[config.mk]
export PLATFORM = sky130hd
export DESIGN_NAME = eeprom_seq
export DESIGN_NICKNAME = d
export VERILOG_FILES = /design/src/rtl/eeprom_seq_pkg.sv /design/src/rtl/eeprom_seq_chunker.sv /design/src/rtl/eeprom_seq_poll.sv /design/src/rtl/eeprom_seq.sv
export SDC_FILE = /design/constraint.sdc
export NUM_CORES = 1
export LEC_CHECK = 0
export BUFFER_PORTS_ARGS = -buffer_cell sky130_fd_sc_hd__buf_2
export CAP_MARGIN = 10
export CORE_MARGIN = 1.5
export CORE_UTILIZATION = 50
export CTS_BUF_LIST = sky130_fd_sc_hd__clkbuf_4
export DETAILED_ROUTE_END_ITERATION = 7
export PLACE_DENSITY_LB_ADDON = 0.08
export SLEW_MARGIN = 20
export SYNTH_ARGS = -nofsm -noshare
export SYNTH_HDL_FRONTEND = slang
export SYNTH_SLANG_ARGS = --single-unit
[constraint.sdc]
create_clock -name clk -period 4.7 [get_ports clk]
set_input_delay 0.235 -clock clk [delete_from_list [all_inputs] [get_ports clk]]
set_output_delay 0.235 -clock clk [all_outputs]
set_load 0.02 [all_outputs]
[src/rtl/eeprom_seq_pkg.sv]
package eeprom_seq_pkg;
  localparam int ADDR_W = 16;

  localparam logic [7:0] OP_WREN = 8'h06;
  localparam logic [7:0] OP_STAT = 8'h05;
  localparam logic [7:0] OP_READ = 8'h03;
  localparam logic [7:0] OP_PROG = 8'h02;

  typedef enum logic [2:0] {
    S_IDLE, S_PLAN, S_LOAD, S_TX, S_RX, S_PUSH, S_GAP, S_DONE
  } seq_state_t;

  typedef enum logic [1:0] {
    F_WREN, F_PROG, F_STAT, F_READ
  } frame_kind_t;
endpackage

[src/rtl/eeprom_seq_chunker.sv]
module eeprom_seq_chunker #(
  parameter int LEN_W     = 16,
  parameter int CHUNK_MAX = 16,
  localparam int CNT_W    = $clog2(CHUNK_MAX + 1)
) (
  input  logic                              clk,
  input  logic                              rst,
  input  logic                              load,
  input  logic [eeprom_seq_pkg::ADDR_W-1:0] load_addr,
  input  logic [LEN_W-1:0]                  load_len,
  input  logic                              advance,
  output logic [eeprom_seq_pkg::ADDR_W-1:0] cur_addr,
  output logic [CNT_W-1:0]                  piece_len,
  output logic                              final_piece
);
  logic [LEN_W-1:0] remain;

  always_comb begin
    if (remain > LEN_W'(CHUNK_MAX)) piece_len = CNT_W'(CHUNK_MAX);
    else                            piece_len = remain[CNT_W-1:0];
  end

  assign final_piece = (remain <= LEN_W'(CHUNK_MAX));

  always_ff @(posedge clk) begin
    if (rst) begin
      cur_addr <= '0;
      remain   <= '0;
    end else if (load) begin
      cur_addr <= load_addr;
      remain   <= load_len;
    end else if (advance) begin
      cur_addr <= cur_addr + eeprom_seq_pkg::ADDR_W'(piece_len);
      remain   <= remain - LEN_W'(piece_len);
    end
  end
endmodule

[src/rtl/eeprom_seq_poll.sv]
module eeprom_seq_poll #(
  parameter int POLL_GAP = 40000,
  parameter int POLL_MAX = 1000,
  localparam int GW      = $clog2(POLL_GAP + 1),
  localparam int TW      = $clog2(POLL_MAX + 1)
) (
  input  logic clk,
  input  logic rst,
  input  logic restart,
  input  logic miss,
  output logic gap_over,
  output logic exhausted
);
  logic [GW-1:0] gap_cnt;
  logic [TW-1:0] tries;

  assign gap_over  = (gap_cnt == '0);
  assign exhausted = (tries == TW'(POLL_MAX - 1));

  always_ff @(posedge clk) begin
    if (rst) begin
      gap_cnt <= '0;
      tries   <= '0;
    end else begin
      if (miss)               gap_cnt <= GW'(POLL_GAP - 1);
      else if (gap_cnt != '0) gap_cnt <= gap_cnt - 1'b1;
      if (restart)            tries <= '0;
      else if (miss)          tries <= tries + 1'b1;
    end
  end
endmodule

[src/rtl/eeprom_seq.sv]
module eeprom_seq #(
  parameter int LEN_W     = 16,
  parameter int CHUNK_MAX = 16,
  parameter int POLL_GAP  = 40000,
  parameter int POLL_MAX  = 1000
) (
  input  logic             clk,
  input  logic             rst,
  input  logic             req_valid,
  output logic             req_ready,
  input  logic             req_write,
  input  logic [15:0]      req_addr,
  input  logic [LEN_W-1:0] req_len,
  output logic             busy,
  output logic             done,
  output logic             timeout_err,
  input  logic             wr_valid,
  input  logic [7:0]       wr_data,
  output logic             wr_ready,
  output logic             rd_valid,
  output logic [7:0]       rd_data,
  input  logic             rd_ready,
  output logic             frm_tx_valid,
  output logic [7:0]       frm_tx_byte,
  output logic             frm_tx_last,
  input  logic             frm_tx_ready,
  input  logic             frm_rx_valid,
  input  logic [7:0]       frm_rx_byte
);
  import eeprom_seq_pkg::*;

  localparam int CNT_W = $clog2(CHUNK_MAX + 1);
  localparam int IDX_W = $clog2(CHUNK_MAX + 4);

  seq_state_t         st;
  frame_kind_t        fk;
  logic [IDX_W-1:0]   idx;
  logic [IDX_W-1:0]   flen;
  logic [7:0]         tx_q, rd_q, nxt_byte;
  logic               last_q, wr_mode, err_q;
  logic [ADDR_W-1:0]  cur_addr;
  logic [CNT_W-1:0]   piece_len;
  logic               final_piece, gap_over, exhausted;
  logic               accept, need_data, rx_end, stat_idle, stat_busy, adv, restart, miss;

  eeprom_seq_chunker #(.LEN_W(LEN_W), .CHUNK_MAX(CHUNK_MAX)) chunk_i (
    .clk(clk), .rst(rst), .load(accept), .load_addr(req_addr), .load_len(req_len),
    .advance(adv), .cur_addr(cur_addr), .piece_len(piece_len), .final_piece(final_piece)
  );

  eeprom_seq_poll #(.POLL_GAP(POLL_GAP), .POLL_MAX(POLL_MAX)) poll_i (
    .clk(clk), .rst(rst), .restart(restart), .miss(miss),
    .gap_over(gap_over), .exhausted(exhausted)
  );

  always_comb begin
    case (fk)
      F_WREN:  flen = IDX_W'(1);
      F_STAT:  flen = IDX_W'(2);
      default: flen = IDX_W'(3) + IDX_W'(piece_len);
    endcase
  end

  assign need_data = (fk == F_PROG) && (idx >= IDX_W'(3));

  always_comb begin
    nxt_byte = 8'h00;
    case (fk)
      F_WREN: nxt_byte = OP_WREN;
      F_STAT: nxt_byte = (idx == '0) ? OP_STAT : 8'h00;
      default: begin
        if (idx == IDX_W'(0))      nxt_byte = (fk == F_PROG) ? OP_PROG : OP_READ;
        else if (idx == IDX_W'(1)) nxt_byte = cur_addr[15:8];
        else if (idx == IDX_W'(2)) nxt_byte = cur_addr[7:0];
        else if (fk == F_PROG)     nxt_byte = wr_data;
        else                       nxt_byte = 8'h00;
      end
    endcase
  end

  assign accept    = (st == S_IDLE) && req_valid;
  assign rx_end    = (st == S_RX) && frm_rx_valid && last_q && (fk != F_READ);
  assign stat_idle = rx_end && (fk == F_STAT) && !frm_rx_byte[0];
  assign stat_busy = rx_end && (fk == F_STAT) && frm_rx_byte[0];
  assign miss      = stat_busy && !exhausted;
  assign restart   = rx_end && (fk == F_PROG);
  assign adv       = stat_idle || (stat_busy && exhausted) ||
                     ((st == S_PUSH) && rd_ready && last_q);

  always_ff @(posedge clk) begin
    if (rst) begin
      st      <= S_IDLE;
      fk      <= F_WREN;
      idx     <= '0;
      tx_q    <= '0;
      rd_q    <= '0;
      last_q  <= 1'b0;
      wr_mode <= 1'b0;
      err_q   <= 1'b0;
    end else begin
      if (adv) st <= final_piece ? S_DONE : S_PLAN;
      case (st)
        S_IDLE: if (req_valid) begin
          wr_mode <= req_write;
          err_q   <= 1'b0;
          st      <= (req_len == '0) ? S_DONE : S_PLAN;
        end
        S_PLAN: begin
          fk  <= wr_mode ? F_WREN : F_READ;
          idx <= '0;
          st  <= S_LOAD;
        end
        S_LOAD: if (!need_data || wr_valid) begin
          tx_q   <= nxt_byte;
          last_q <= (idx == flen - 1'b1);
          st     <= S_TX;
        end
        S_TX: if (frm_tx_ready) st <= S_RX;
        S_RX: if (frm_rx_valid) begin
          if (fk == F_READ && idx >= IDX_W'(3)) begin
            rd_q <= frm_rx_byte;
            st   <= S_PUSH;
          end else if (!last_q) begin
            idx <= idx + 1'b1;
            st  <= S_LOAD;
          end else if (fk == F_WREN) begin
            fk  <= F_PROG;
            idx <= '0;
            st  <= S_LOAD;
          end else if (fk == F_PROG) begin
            fk  <= F_STAT;
            idx <= '0;
            st  <= S_LOAD;
          end else if (stat_busy && exhausted) begin
            err_q <= 1'b1;
          end else if (miss) begin
            idx <= '0;
            st  <= S_GAP;
          end
        end
        S_PUSH: if (rd_ready && !last_q) begin
          idx <= idx + 1'b1;
          st  <= S_LOAD;
        end
        S_GAP:  if (gap_over) st <= S_LOAD;
        S_DONE: st <= S_IDLE;
        default: st <= S_IDLE;
      endcase
    end
  end

  assign req_ready    = (st == S_IDLE);
  assign busy         = (st != S_IDLE);
  assign done         = (st == S_DONE);
  assign timeout_err  = err_q;
  assign wr_ready     = (st == S_LOAD) && need_data;
  assign rd_valid     = (st == S_PUSH);
  assign rd_data      = rd_q;
  assign frm_tx_valid = (st == S_TX);
  assign frm_tx_byte  = tx_q;
  assign frm_tx_last  = last_q;
endmodule

==> results.md <==
* RSZ-0062 raised after global routing: false
* Main combinational cell family by area after synthesis: simple AND/OR/NAND/NOR gates
* Drt via density at 5.70
* GRT Total Usage at 0.250
* Fraction of layout cells with a size suffix above 1 at 0.158
* Switch share at 0.344
* Initial antenna violation count at 0
* Design Area, Final at a little under 0.006 mm²
* Post-CTS resize count at 0
* Fin crit period at between 3 and 4 ns
* Total I/O pin count at 80
* Fill cell count at 967
* DRC at 0
* Gate power share at 0.302
* Hold crit path type: primary input to flip-flop
* Synth Flop Type: dfxtp_1
* Fmax at ~0.26 GHz
* Placed instance area at approximately 0.0055 mm²
* CP Launch Type: flip-flop
* WL/cell at ~15 µm
* Final hold vios at 0
* Adder-cell share of the synthesized area at 0.0383
* Area Overhead vs Synth at 13.7%
* Synth top area cells: dfxtp_1, nor2_1, nand2_1, a21oi_1, xnor2_1
* Final Power at ~2.1 mW
* Clock Tree Buf Depth at 2
* Setup TNS at 0 ns
* Routed WL at around 13 mm
* Post-synthesis compound-gate area fraction at 0.202
* Worst-path fanout max at 14
* Number of synthesized flops with an enable pin at 0
* NetSw at around 0.73 mW
* Max-Slew Margin vs Limit at 0.368
* Count leader, synth: dfxtp_1
* Antenna cell count at 0
* Setup bufs post-CTS at 0
* Sequential power share at 0.439
* Syn_nets at 726
* CTS Hold Bufs at 8
* Global route overflow at 0
* Post-synthesis mux area share at 0.0255
* Setup Viol. Count Final at 0
* CTS tree: yes
* Final #Nets at 789
* Die Ht at 104 µm
* Final Skew at 0.0230 ns
* Post-synth top cells: dfxtp_1, nor2_1, nand2_1
* Vias in the first global route at roughly 4.7k
* Die ar. at 0.0108 mm²
* H-tree depth at 3
* Yosys reg bits at 87
* CTS Buf Count at 9
* Asr flop ratio synth at 0
* Slew Viols, Final at 0
* Rows at 36
* Synth cell types at 64
* Multi-input gate area in the final layout at 0.00312 mm²
* Total clock sinks at 87
* Root Driver: clkbuf_4
* CP Data Arrival Time at between 4 and 5 ns
* Routed length on met2 at between 6 and 7 mm
* Worst Max-Slew Pin Slew at between 0.9 and 1 ns
* First-pass GRT wire length at 22.3 mm
* Max_cap viols at 0
* RePlAce Congestion at about 0.9
* Highest metal used: met4
* Core Region at 0.00982 mm²
* DR vias at roughly 4.9k
* Clock Latency Late Sink at ~0.47 ns
* CTS clk-pin slew, worst paths at about 0.14 ns
* DR WL met3 at 635 µm
* Area share of the largest cell type after synthesis at 0.342
* Synth Area in Simple Gates at 0.275
* Largest area contributor in the netlist: dfxtp_1
* M1 wire length at between 6 and 7 mm
* Leakage at about 2.2 nW
* Mean post-synth cell area at roughly 8 µm²
* Maximum vdd ir drop at between 300 and 400 µV
* Initial core utilization at 0.519
* Crit path kind: flip-flop to flip-flop
* Fin crit share at 0.830
* Largest net degree at the start of global routing at 50
* FF/Latch Area at around 0.0017 mm²
* XOR/XNOR share of the synthesized area at 0.0704
* Port Buffers at roughly 80
* Syn. warnings at 0
* Sequential fraction of the synthesis area at 0.342
* Critical Path RT at 5.08 ns
* ANT nets after route at 0
* Critical Path Sink Type: flip-flop
* Outcome: completed
* Die width at approximately 100 µm
* HPWL after DPL at 9.46 mm
* Internal Power at 1.38 mW
* Synthesized area at about 0.005 mm²
* Clock Power Share at 0.259
* Cell Pwr Density at ~360 mW/mm²
* 1st-iter DRT viols at 233
* Initial DRT Pass Iterations at 6
* Cell count after synthesis at around 660
area by class of cell:
| class | instances | area share |
|---|---|---|
| Multi-Input combinational cell | 510 | 0.539 |
| Clock inverter | 7 | 0.0209 |
| Timing Repair Buffer | 91 | 0.0872 |
| Tap cell | 133 | 0.0287 |
| Sequential cell | 87 | 0.301 |
| Clock buffer | 9 | 0.0117 |
| Inverter | 19 | 0.0123 |
sequential cells by signal, summed over array words and instances, names as in the netlist:
signal / cells
chunk_i.cur_addr: 16
chunk_i.remain: 16
poll_i.gap_cnt: 16
poll_i.tries: 10
frm_tx_byte: 8
rd_data: 8
idx: 5
st: 3
fk: 2
frm_tx_last: 1
timeout_err: 1
wr_mode: 1
critical path, cell delays in order (launching register included):
cell	delay, ns
dfxtp_1	0.37
or4_4	0.56
nor2_1	0.16
and3_1	0.48
nand2_1	0.15
inv_1	0.08
ha_1	0.15
inv_1	0.06
fa_1	0.37
nor2b_1	0.15
o21ai_0	0.11
a21boi_0	0.39
o21ai_1	0.21
nand2b_1	0.22
xor2_1	0.14
a211oi_1	0.23
kinds of logic after synthesis:
logic type / after synthesis
buf+inv: 58
simple gates: 286
xor+xnor: 41
other cells: 1
fa+ha+maj: 15
flops: 87
mux: 13
compound gates: 154
cell usage in the layout (no fill, tap or decap), types with 5 or more instances in the layout:
cell	count
o211ai_1	13
mux2i_1	13
dfxtp_1	87
xor2_1	19
xnor2_1	22
or3_1	10
nor2b_1	10
o21ai_0	19
a221oi_1	5
clkbuf_4	9
a22oi_1	5
nand4_1	5
nand2_1	72
nor2_1	73
nor4_1	9
and3_1	6
or4_1	7
inv_1	18
dlygate4sd3_1	8
nor3_1	26
and2_1	8
a31oi_1	8
nand3_1	30
buf_2	79
o31ai_1	6
ha_1	14
nand2b_1	11
a21o_1	7
a21oi_1	50
a211oi_1	17
stage by stage:
stage | worst slack (ns) | hold WS, ns | utilization | instances
finish | 0.797 | 0.0192 | 0.590 | 856
global route | 0.344 | 0.0104 | 0.590 | 856
CTS | 0.784 | 0.00101 | 0.590 | 856
detailed placement | 0.861 | 0.446 | 0.562 | 832
global placement | 1.00 | 0.441 | 0.562 | 832
floorplan | 1.12 | 0.371 | - | 655
power groups by stage:
stage                     Combinational [mW]  Clock (mW)  Sequential, mW
after global placement                 0.604           0           0.933
after global routing                   0.709       0.585           0.936
final                                  0.635       0.546           0.924
after CTS                              0.634       0.557           0.921
after floorplan                        0.507           0           0.903
after detailed placement               0.619           0           0.937
final timing paths:
| path | from | end | slack (ns) | cells past startpoint |
|---|---|---|---|---|
| max | chunk_i.remain[5] | chunk_i.cur_addr[8] | 0.80 | 15 |
| min | req_addr[1] | chunk_i.cur_addr[1] | 0.02 | 3 |
| max reg2reg | chunk_i.remain[5] | chunk_i.cur_addr[8] | 0.80 | 15 |
| min reg2reg | frm_tx_byte[4] | frm_tx_byte[4] | 0.46 | 2 |
per-layer routing:
metal / GRT usage / vias to the layer above
met4: 0.0794 / 0
met5: 0 / -
met1: 0.330 / 2265
met3: 0.0476 / 25
met2: 0.411 / 126
li1: - / 2466
No activity file was read; power rests on OpenSTA's default activity.
